`src/rtl/cmdlink_pkg.sv`:
```
package cmdlink_pkg;

  typedef enum logic [2:0] {
    ST_IDLE   = 3'd0,
    ST_TX_REQ = 3'd1,
    ST_TX_REL = 3'd2,
    ST_RX_REQ = 3'd3,
    ST_RX_REL = 3'd4
  } link_state_t;

  // Bit that, appended to v, makes the total count of ones odd.
  function automatic logic odd_fill(input logic [63:0] v);
    return ~(^v);
  endfunction

  // True when a complete frame carries an odd number of ones.
  function automatic logic frame_odd(input logic [63:0] v);
    return ^v;
  endfunction

endpackage

```
`src/rtl/cmdlink_sync.sv`:
```
module cmdlink_sync #(
  parameter int W      = 3,
  parameter int STAGES = 2
) (
  input  logic         clk,
  input  logic         rst_n,
  input  logic [W-1:0] d,
  output logic [W-1:0] q
);
  logic [W-1:0] stg [STAGES];

  always_ff @(posedge clk or negedge rst_n) begin
    if (!rst_n) stg[0] <= '0;
    else        stg[0] <= d;
  end

  for (genvar g = 1; g < STAGES; g++) begin : g_stage
    always_ff @(posedge clk or negedge rst_n) begin
      if (!rst_n) stg[g] <= '0;
      else        stg[g] <= stg[g-1];
    end
  end

  assign q = stg[STAGES-1];
endmodule

```
`src/rtl/cmdlink_shift.sv`:
```
module cmdlink_shift #(
  parameter int FRAME = 17
) (
  input  logic             clk,
  input  logic             rst_n,
  input  logic             load,
  input  logic [FRAME-1:0] load_val,
  input  logic             shift_en,
  input  logic             shift_in,
  output logic [FRAME-1:0] vec
);
  always_ff @(posedge clk or negedge rst_n) begin
    if (!rst_n)        vec <= '0;
    else if (load)     vec <= load_val;
    else if (shift_en) vec <= {vec[FRAME-2:0], shift_in};
  end
endmodule

```
`src/rtl/cmdlink_watchdog.sv`:
```
module cmdlink_watchdog #(
  parameter int LIMIT = 200
) (
  input  logic clk,
  input  logic rst_n,
  input  logic run,
  input  logic kick,
  output logic expired
);
  localparam int CW = $clog2(LIMIT + 1);
  logic [CW-1:0] cnt;

  always_ff @(posedge clk or negedge rst_n) begin
    if (!rst_n)                      cnt <= '0;
    else if (!run || kick)           cnt <= '0;
    else if (cnt != CW'(LIMIT - 1))  cnt <= cnt + 1'b1;
  end

  assign expired = run && !kick && (cnt == CW'(LIMIT - 1));
endmodule

```
`src/rtl/serial_cmd_link.sv`:
```
module serial_cmd_link
  import cmdlink_pkg::*;
#(
  parameter int WORD_W      = 16,
  parameter int SYNC_STAGES = 2,
  parameter int TIMEOUT_CYC = 200
) (
  input  logic              clk,
  input  logic              rst_n,
  input  logic              start_i,
  input  logic [WORD_W-1:0] cmd_word_i,
  output logic              busy_o,
  output logic              done_o,
  output logic [WORD_W-1:0] reply_word_o,
  output logic              parity_err_o,
  output logic              timeout_err_o,
  output logic              cmd_data_o,
  output logic              trq_o,
  input  logic              tack_i,
  input  logic              csd_i,
  input  logic              cmd_cmpl_i
);
  localparam int FRAME = WORD_W + 1;
  localparam int CNT_W = $clog2(FRAME + 1);

  link_state_t state, state_nxt;
  logic [CNT_W-1:0] bit_cnt;
  logic [2:0] sync_q;
  logic [FRAME-1:0] frame_q;

  // named internal events
  logic tack_seen, csd_seen, cc_seen;
  logic accept_evt, tx_ack_evt, tx_rel_evt, rx_ack_evt, rx_rel_evt;
  logic last_bit, abort_evt, finish_evt, hs_kick;
  logic shift_en, shift_in;
  logic [FRAME-1:0] load_frame;

  cmdlink_sync #(.W(3), .STAGES(SYNC_STAGES)) u_sync (
    .clk(clk), .rst_n(rst_n),
    .d({cmd_cmpl_i, csd_i, tack_i}),
    .q(sync_q)
  );
  assign tack_seen = sync_q[0];
  assign csd_seen  = sync_q[1];
  assign cc_seen   = sync_q[2];

  assign accept_evt = (state == ST_IDLE)   && start_i && cc_seen;
  assign tx_ack_evt = (state == ST_TX_REQ) && tack_seen;
  assign tx_rel_evt = (state == ST_TX_REL) && !tack_seen;
  assign rx_ack_evt = (state == ST_RX_REQ) && tack_seen;
  assign rx_rel_evt = (state == ST_RX_REL) && !tack_seen;
  assign last_bit   = (bit_cnt == CNT_W'(FRAME - 1));
  assign hs_kick    = accept_evt || tx_ack_evt || tx_rel_evt || rx_ack_evt || rx_rel_evt;
  assign finish_evt = rx_rel_evt && last_bit && !abort_evt;

  cmdlink_watchdog #(.LIMIT(TIMEOUT_CYC)) u_wdog (
    .clk(clk), .rst_n(rst_n),
    .run(state != ST_IDLE),
    .kick(hs_kick),
    .expired(abort_evt)
  );

  assign load_frame = {cmd_word_i, odd_fill(64'(cmd_word_i))};
  assign shift_en   = tx_rel_evt || rx_ack_evt;
  assign shift_in   = rx_ack_evt ? csd_seen : 1'b0;

  cmdlink_shift #(.FRAME(FRAME)) u_shift (
    .clk(clk), .rst_n(rst_n),
    .load(accept_evt),
    .load_val(load_frame),
    .shift_en(shift_en),
    .shift_in(shift_in),
    .vec(frame_q)
  );

  always_comb begin
    state_nxt = state;
    if (abort_evt) state_nxt = ST_IDLE;
    else begin
      unique case (state)
        ST_IDLE:   if (accept_evt) state_nxt = ST_TX_REQ;
        ST_TX_REQ: if (tx_ack_evt) state_nxt = ST_TX_REL;
        ST_TX_REL: if (tx_rel_evt) state_nxt = last_bit ? ST_RX_REQ : ST_TX_REQ;
        ST_RX_REQ: if (rx_ack_evt) state_nxt = ST_RX_REL;
        ST_RX_REL: if (rx_rel_evt) state_nxt = last_bit ? ST_IDLE : ST_RX_REQ;
        default:   state_nxt = ST_IDLE;
      endcase
    end
  end

  always_ff @(posedge clk or negedge rst_n) begin
    if (!rst_n) begin
      state   <= ST_IDLE;
      bit_cnt <= '0;
    end else begin
      state <= state_nxt;
      if (accept_evt)
        bit_cnt <= '0;
      else if (tx_rel_evt || rx_rel_evt)
        bit_cnt <= last_bit ? '0 : bit_cnt + 1'b1;
    end
  end

  always_ff @(posedge clk or negedge rst_n) begin
    if (!rst_n) begin
      done_o        <= 1'b0;
      reply_word_o  <= '0;
      parity_err_o  <= 1'b0;
      timeout_err_o <= 1'b0;
    end else begin
      done_o <= finish_evt || abort_evt;
      if (accept_evt) begin
        parity_err_o  <= 1'b0;
        timeout_err_o <= 1'b0;
        reply_word_o  <= '0;
      end else if (abort_evt) begin
        timeout_err_o <= 1'b1;
        reply_word_o  <= '0;
      end else if (finish_evt) begin
        reply_word_o <= frame_q[FRAME-1:1];
        parity_err_o <= !frame_odd(64'(frame_q));
      end
    end
  end

  assign busy_o     = (state != ST_IDLE);
  assign trq_o      = (state == ST_TX_REQ) || (state == ST_RX_REQ);
  assign cmd_data_o = ((state == ST_TX_REQ) || (state == ST_TX_REL)) ? frame_q[FRAME-1] : 1'b0;

endmodule

```
`config.mk`:
```
export PLATFORM = sky130hd
export DESIGN_NAME = serial_cmd_link
export DESIGN_NICKNAME = d
export VERILOG_FILES = /design/src/rtl/cmdlink_pkg.sv /design/src/rtl/cmdlink_sync.sv /design/src/rtl/cmdlink_shift.sv /design/src/rtl/cmdlink_watchdog.sv /design/src/rtl/serial_cmd_link.sv
export SDC_FILE = /design/constraint.sdc
export NUM_CORES = 1
export LEC_CHECK = 0
export ABC_AREA = 1
export BUFFER_PORTS_ARGS = -buffer_cell sky130_fd_sc_hd__buf_2
export CORE_ASPECT_RATIO = 1.2
export CORE_UTILIZATION = 55
export DETAILED_ROUTE_END_ITERATION = 8
export HOLD_SLACK_MARGIN = 0.06
export PLACE_DENSITY_LB_ADDON = 0.15
export SKIP_LAST_GASP = 1
export SLEW_MARGIN = 30
export SYNTH_ARGS = -nofsm -noshare
export SYNTH_HDL_FRONTEND = slang
export SYNTH_SLANG_ARGS = --single-unit
```
`constraint.sdc`:
```
create_clock -name clk -period 1.6 [get_ports clk]
set_input_delay 0.32 -clock clk [delete_from_list [all_inputs] [get_ports clk]]
set_output_delay 0.32 -clock clk [all_outputs]
set_load 0.02 [all_outputs]
```
==> results of run 1 <==
## state kept, by name, summed over array words and instances, names as in the netlist
signal         cells
u_wdog.cnt         8
bit_cnt            5
state              3
parity_err_o       1
u_shift.vec       17
u_sync.stg         3
done_o             1
timeout_err_o      1
u_sync.q           3
reply_word_o      16
## metrics by stage
step	instances	setup WS, ns	hold slack (ns)
2_1_floorplan	436	0.118	0.0244
3_3_place_gp	563	0.0566	0.335
3_5_place_dp	563	-0.00980	0.345
4_1_cts	584	-0.0115	0.0723
5_1_grt	587	-0.0928	0.0722
6_report	587	-0.0580	0.0855
## critical path, stage by stage, from the launching register on
cell and delay (ns):
dfrtp_2 0.47, nor2_4 0.13, nand2_2 0.10, a21oi_2 0.14, buf_4 0.15
## Yosys cell counts (2+ instances only)
cell type / n / area (sq um)
o21ai_0: 19 / 95.1
nor3_1: 5 / 25.0
o21ai_1: 20 / 100
inv_1: 51 / 191
nor2_1: 17 / 63.8
nor2_2: 2 / 12.5
buf_1: 2 / 7.51
inv_2: 5 / 18.8
nand3_1: 22 / 110
a31oi_1: 2 / 12.5
nor3b_1: 3 / 22.5
dfrtp_1: 58 / 1450
xnor2_1: 5 / 43.8
o211ai_1: 15 / 113
a21oi_1: 8 / 40.0
buf_2: 8 / 40.0
buf_4: 2 / 15.0
xor2_1: 5 / 43.8
nand2_1: 154 / 578
ha_1: 3 / 37.5
nand4_1: 19 / 119
## power by group through the flow
stage / registers, W / clock network [W] / logic [W]
2_1_floorplan: 0.00258 / 0 / 0.00211
3_3_place_gp: 0.00237 / 0 / 0.00314
3_5_place_dp: 0.00238 / 0 / 0.00326
4_1_cts: 0.00238 / 0.00130 / 0.00340
5_1_grt: 0.00245 / 0.00136 / 0.00402
6_report: 0.00240 / 0.00128 / 0.00355
## final cells by class
class	count	share of cell area [%]
clock buffers	13	4.49
flip-flops and latches	58	36.5
clock inverters	2	0.251
inverters	56	5.34
multi-input cells	309	39.1
well taps	80	2.51
repair buffers	69	11.8
## kinds of logic after synthesis
family | synth area share (%)
AO/OA/AOI/OAI | 11.3
flip-flops | 44.6
AND/OR/NAND/NOR | 31.7
XOR/XNOR | 2.69
buffers and inverters | 8.50
adder cells (fa/ha/maj) | 1.15
## worst min path at each step
| stage | end | from | slack [ns] |
|---|---|---|---|
| 4_1_cts | u_sync.stg[5] | cmd_cmpl_i | 0.07 |
| 3_5_place_dp | u_wdog.cnt[4] | rst_n | 0.35 |
| 6_report | u_sync.stg[5] | cmd_cmpl_i | 0.09 |
| 2_1_floorplan | bit_cnt[0] | rst_n | 0.02 |
| 5_1_grt | u_sync.stg[3] | tack_i | 0.07 |
| 3_3_place_gp | u_sync.q[1] | u_sync.stg[4] | 0.34 |
## metal layers
metal	GRT usage [%]	routed length [um]	vias up	share of wire, %
li1	-	-	1560	-
met1	30.7	3260	1455	45
met2	44.0	3610	73	49
met3	6.16	299	10	4.1
met4	9.45	130	0	1.8
met5	0	0	-	0
## timing repair
item	in CTS	in global routing
pin swaps	3	2
endpoints found under the setup margin	8	48
endpoints found under the hold margin	58	0
gates resized for setup	8	13
hold buffers	1	0
buffers inserted	5	3
==> flow_metrics.tcl, run 1 <==
set metrics [dict create \
    antenna_cells 0 \
    crit_path_start_kind "register" \
    wirelength_mm 7.30 \
    syn_inst 436 \
    multi_input_area_sq_mm 0.00156 \
    vias 3098 \
    clk_pin_slew_ns 0.06 \
    synth_cell_type_count 32 \
    p_seq_share_pct 33.2 \
    violations "negative setup slack" \
    place_area_sq_mm 0.00367 \
    drc 0 \
    p_sw_share_pct 43.6 \
    antenna_found_initial 0 \
    dr.pass1.iters 4 \
    die_area_sq_mm 0.00623 \
    avgSynthCellArea_sq_um 7.46 \
    reg2reg_depth 8 \
    cts-htree-levels 3 \
    p_switching_w 0.00315 \
    grt_max_degree 59 \
    critPathRequiredTime_ns 1.28 \
    clkPwrFrac_pct 17.7 \
    clock-sinks 58 \
    root_buffer "clkbuf_8" \
    p_int_w 0.00408 \
    layout.nets 528 \
    synth_nets 461 \
    setup_viol 2 \
    ios 44 \
    slew_headroom_pct 79.9 \
    synthArstFlopShare_pct 100 \
    hp-class "in -> reg" \
    die_height_um 86.2 \
    r2r-end "state[0]" \
    period_share_pct 104 \
    area_growth_pct 22.5 \
    fin_area_sq_mm 0.00398 \
    ys_seq_area_share_pct 44.6 \
    cts_buffer_depth 2 \
    final_core_util_pct 70.3 \
    core_area_sq_mm 0.00567 \
    peakVddDrop_uv 762 \
    wire_per_inst_um 12.4 \
    synth_flop_cell "dfrtp_1" \
    drive_above_1_share_pct 21.3 \
    numCtsBuffers 9 \
    powerDensity_mw_per_mm2 1810 \
    cp-endpoint "cmd_data_o" \
    r2r_start "state[1]" \
    pwr-share-comb_pct 49.1 \
    drtIter0Drc 187 \
    status "complete, but fails checks" \
    gp_congestion 0.846 \
    max-cap-violations 0 \
    chipWidth_um 72.2 \
    clock.fmax_ghz 0.603 \
    yosysWarnings 0 \
    layout_commonest_cell "nand2_1" \
    hold_violations 0 \
    grt-ovfl-total 0 \
    grt_pass1_wl_mm 12.3 \
    drtAntennaViolNets 0 \
    grt_pass1_vias 2860 \
    cts_tree "done" \
    design_power_total_w 0.00723 \
    rsz0062_at_grt "yes" \
    initial_core_util_pct 57.4 \
    vias_per_cell 5.28 \
    io_buffers 43 \
    post-dp-hpwl_mm 5.18 \
    cp.arrival_ns 1.34 \
    period_needed_ns 1.66 \
    holdPathStages 1 \
    crit_start "state[1]" \
    ff_latch_area_sq_mm 0.00146 \
    ys_ff_latch 58 \
    ff2ff_setup_slack_ns 0.03 \
    tightest_slew_ns 0.302 \
    fin_worst_skew_ns 0.00645 \
    p_leak_nw 2.18 \
    grtUsageTotal_pct 25.5 \
    layout_common_cells "nand2_1, dfrtp_1, inv_1" \
    fill_cells 438 \
    worstSetupPathType "reg -> out" \
    setup_slack_ns -0.0580 \
    cp_max_fo 6 \
    row_count 30 \
    drv_slew 0 \
    fin_tns_setup_ns -0.0639 \
    end_kind "primary output" \
    netlist_area_sq_mm 0.00325 \
    clock_latency_ns 0.34 \
    synth_edf_count 0 \
]
Note: power is estimated with default switching activity, not from simulation.
==> run 2, diff against run 1 <==
--- a/config.mk
+++ b/config.mk
@@ -8,7 +8,7 @@
 export ABC_AREA = 1
 export BUFFER_PORTS_ARGS = -buffer_cell sky130_fd_sc_hd__buf_2
 export CORE_ASPECT_RATIO = 1.2
-export CORE_UTILIZATION = 55
+export CORE_UTILIZATION = 52
 export DETAILED_ROUTE_END_ITERATION = 8
 export HOLD_SLACK_MARGIN = 0.06
 export PLACE_DENSITY_LB_ADDON = 0.15
==> constraint.sdc (replaced) <==
create_clock -name clk -period 1.5 [get_ports clk]
set_input_delay 0.3 -clock clk [delete_from_list [all_inputs] [get_ports clk]]
set_output_delay 0.3 -clock clk [all_outputs]
set_load 0.02 [all_outputs]
==> run 2 against run 1 <==
  * The run still ends with negative setup slack left
  * Critical path depth is 1 higher
  * Clock skew is 0.0011 ns lower
  * Clock power is 15% higher
  * Critical path type unchanged
  * Critical endpoint unchanged
==> flow_metrics.tcl, run 2 (synthesis gave the netlist of run 1 again) <==
set metrics [dict create \
    violations "negative setup slack" \
    area_growth_pct 34.3 \
    wire_per_inst_um 13.6 \
    clock_latency_ns 0.33 \
    dr.pass1.iters 4 \
    drv_slew 0 \
    period_share_pct 112 \
    setup_viol 47 \
    hold_violations 0 \
    cp.arrival_ns 1.38 \
    top_regs "u_shift.vec (17), reply_word_o (16), u_wdog.cnt (8)" \
    pre_cts_slack_ns -0.0857 \
    vias 3256 \
    clk_pin_slew_ns 0.06 \
    grt_max_degree 59 \
    fill_cells 464 \
    worstSetupPathType "reg -> out" \
    top_register "u_shift.vec" \
    slew_headroom_pct 79.4 \
    row_count 31 \
    cts-htree-levels 3 \
    layout.nets 552 \
    antenna_cells 0 \
    initial_core_util_pct 53.8 \
    layout_commonest_cell "nand2_1" \
    max-cap-violations 0 \
    largest_register_ffs 17 \
    grt_pass1_vias 2880 \
    crit_path_start_kind "register" \
    end_kind "primary output" \
    tightest_slew_ns 0.309 \
    clock.fmax_ghz 0.595 \
    drc 0 \
    grt_pass1_wl_mm 12.8 \
    drive_above_1_share_pct 25.4 \
    cts_buffer_depth 2 \
    grt-ovfl-total 0 \
    cp_max_fo 4 \
    clock-sinks 58 \
    gp_congestion 0.907 \
    die_area_sq_mm 0.00658 \
    setup_slack_ns -0.180 \
    core_area_sq_mm 0.00605 \
    cts_tree "done" \
    wirelength_mm 8.34 \
    dp_cells 579 \
    peakVddDrop_uv 838 \
    vias_per_cell 5.31 \
    post-dp-hpwl_mm 5.35 \
    drtAntennaViolNets 0 \
    critPathRequiredTime_ns 1.20 \
    ios 44 \
    layout_common_cells "nand2_1, dfrtp_1, inv_1" \
    io_buffers 43 \
    stdcell_count 613 \
    rsz0062_at_grt "yes" \
    root_buffer "clkbuf_8" \
    status "complete, but fails checks" \
    final_core_util_pct 72.2 \
    hp-class "in -> reg" \
    drtIter0Drc 260 \
    grtUsageTotal_pct 25.9 \
    period_needed_ns 1.68 \
    die_height_um 88.6 \
    fin_worst_skew_ns 0.00532 \
    powerDensity_mw_per_mm2 1970 \
    antenna_found_initial 0 \
    chipWidth_um 74.2 \
    p_leak_nw 2.38 \
    numCtsBuffers 9 \
]
[run 2: where the power goes]
group          leakage (nW)  internal (W)  total [W]  switching, W
combinational          1.53       0.00195    0.00463       0.00268
sequential            0.747       0.00213    0.00253      0.000398
clock                 0.106      0.000892    0.00147      0.000581
[run 2: per-stage QoR]
step	total power (W)	instance area, sq um	setup TNS (ns)	hold slack [ns]
after floorplan	0.00500	3250	0	0.00441
after CTS	0.00797	4120	-2.00	0.0667
after detailed placement	0.00626	3770	-1.33	0.324
final	0.00862	4370	-3.12	0.0795
after global routing	0.00931	4370	-7.09	0.0650
after global placement	0.00612	3770	-0.000822	0.326
[run 2: repair_timing]
item                                    in CTS  in global routing
hold buffers                                 1                  0
buffers inserted                             4                  6
pin swaps                                    2                  7
endpoints found under the setup margin      26                 55
resized for setup                           17                 41
gates cloned                                 3                  5
endpoints found under the hold margin       58                  0
[run 2: final timing paths]
check	slack [ns]	depth (start not counted)	start	to
setup / recovery	-0.18	5	state[1]	cmd_data_o
hold reg to reg	0.35	0	u_sync.stg[5]	u_sync.q[2]
min in group asynchronous	0.50	3	rst_n	state[1]
setup reg to reg	-0.13	9	state[1]	reply_word_o[14]
max in group asynchronous	0.74	3	rst_n	u_shift.vec[7]
hold / removal	0.08	1	tack_i	u_sync.stg[3]
[run 2: layout make-up]
class	count	area [sq um]	area share, %
Clock buffer	13	169	3.87
Clock inverter	2	35.0	0.802
Inverter	56	218	4.98
Multi-Input combinational cell	309	1620	37.0
Sequential cell	58	1450	33.3
Tap cell	82	103	2.35
Timing Repair Buffer	93	774	17.7
[run 2: routing by layer]
metal	track usage (%)	vias up	wire length, um
met5	0	-	0
met4	7.17	0	99
li1	-	1614	-
met3	5.58	15	284
met2	42.9	77	4370
met1	34.1	1550	3590
[run 2: critical path, stage by stage, from the launching register on]
cell and delay, ns:
dfrtp_2 0.38, buf_4 0.14, buf_4 0.12, nand3_2 0.11, a21oi_2 0.17, buf_6 0.13
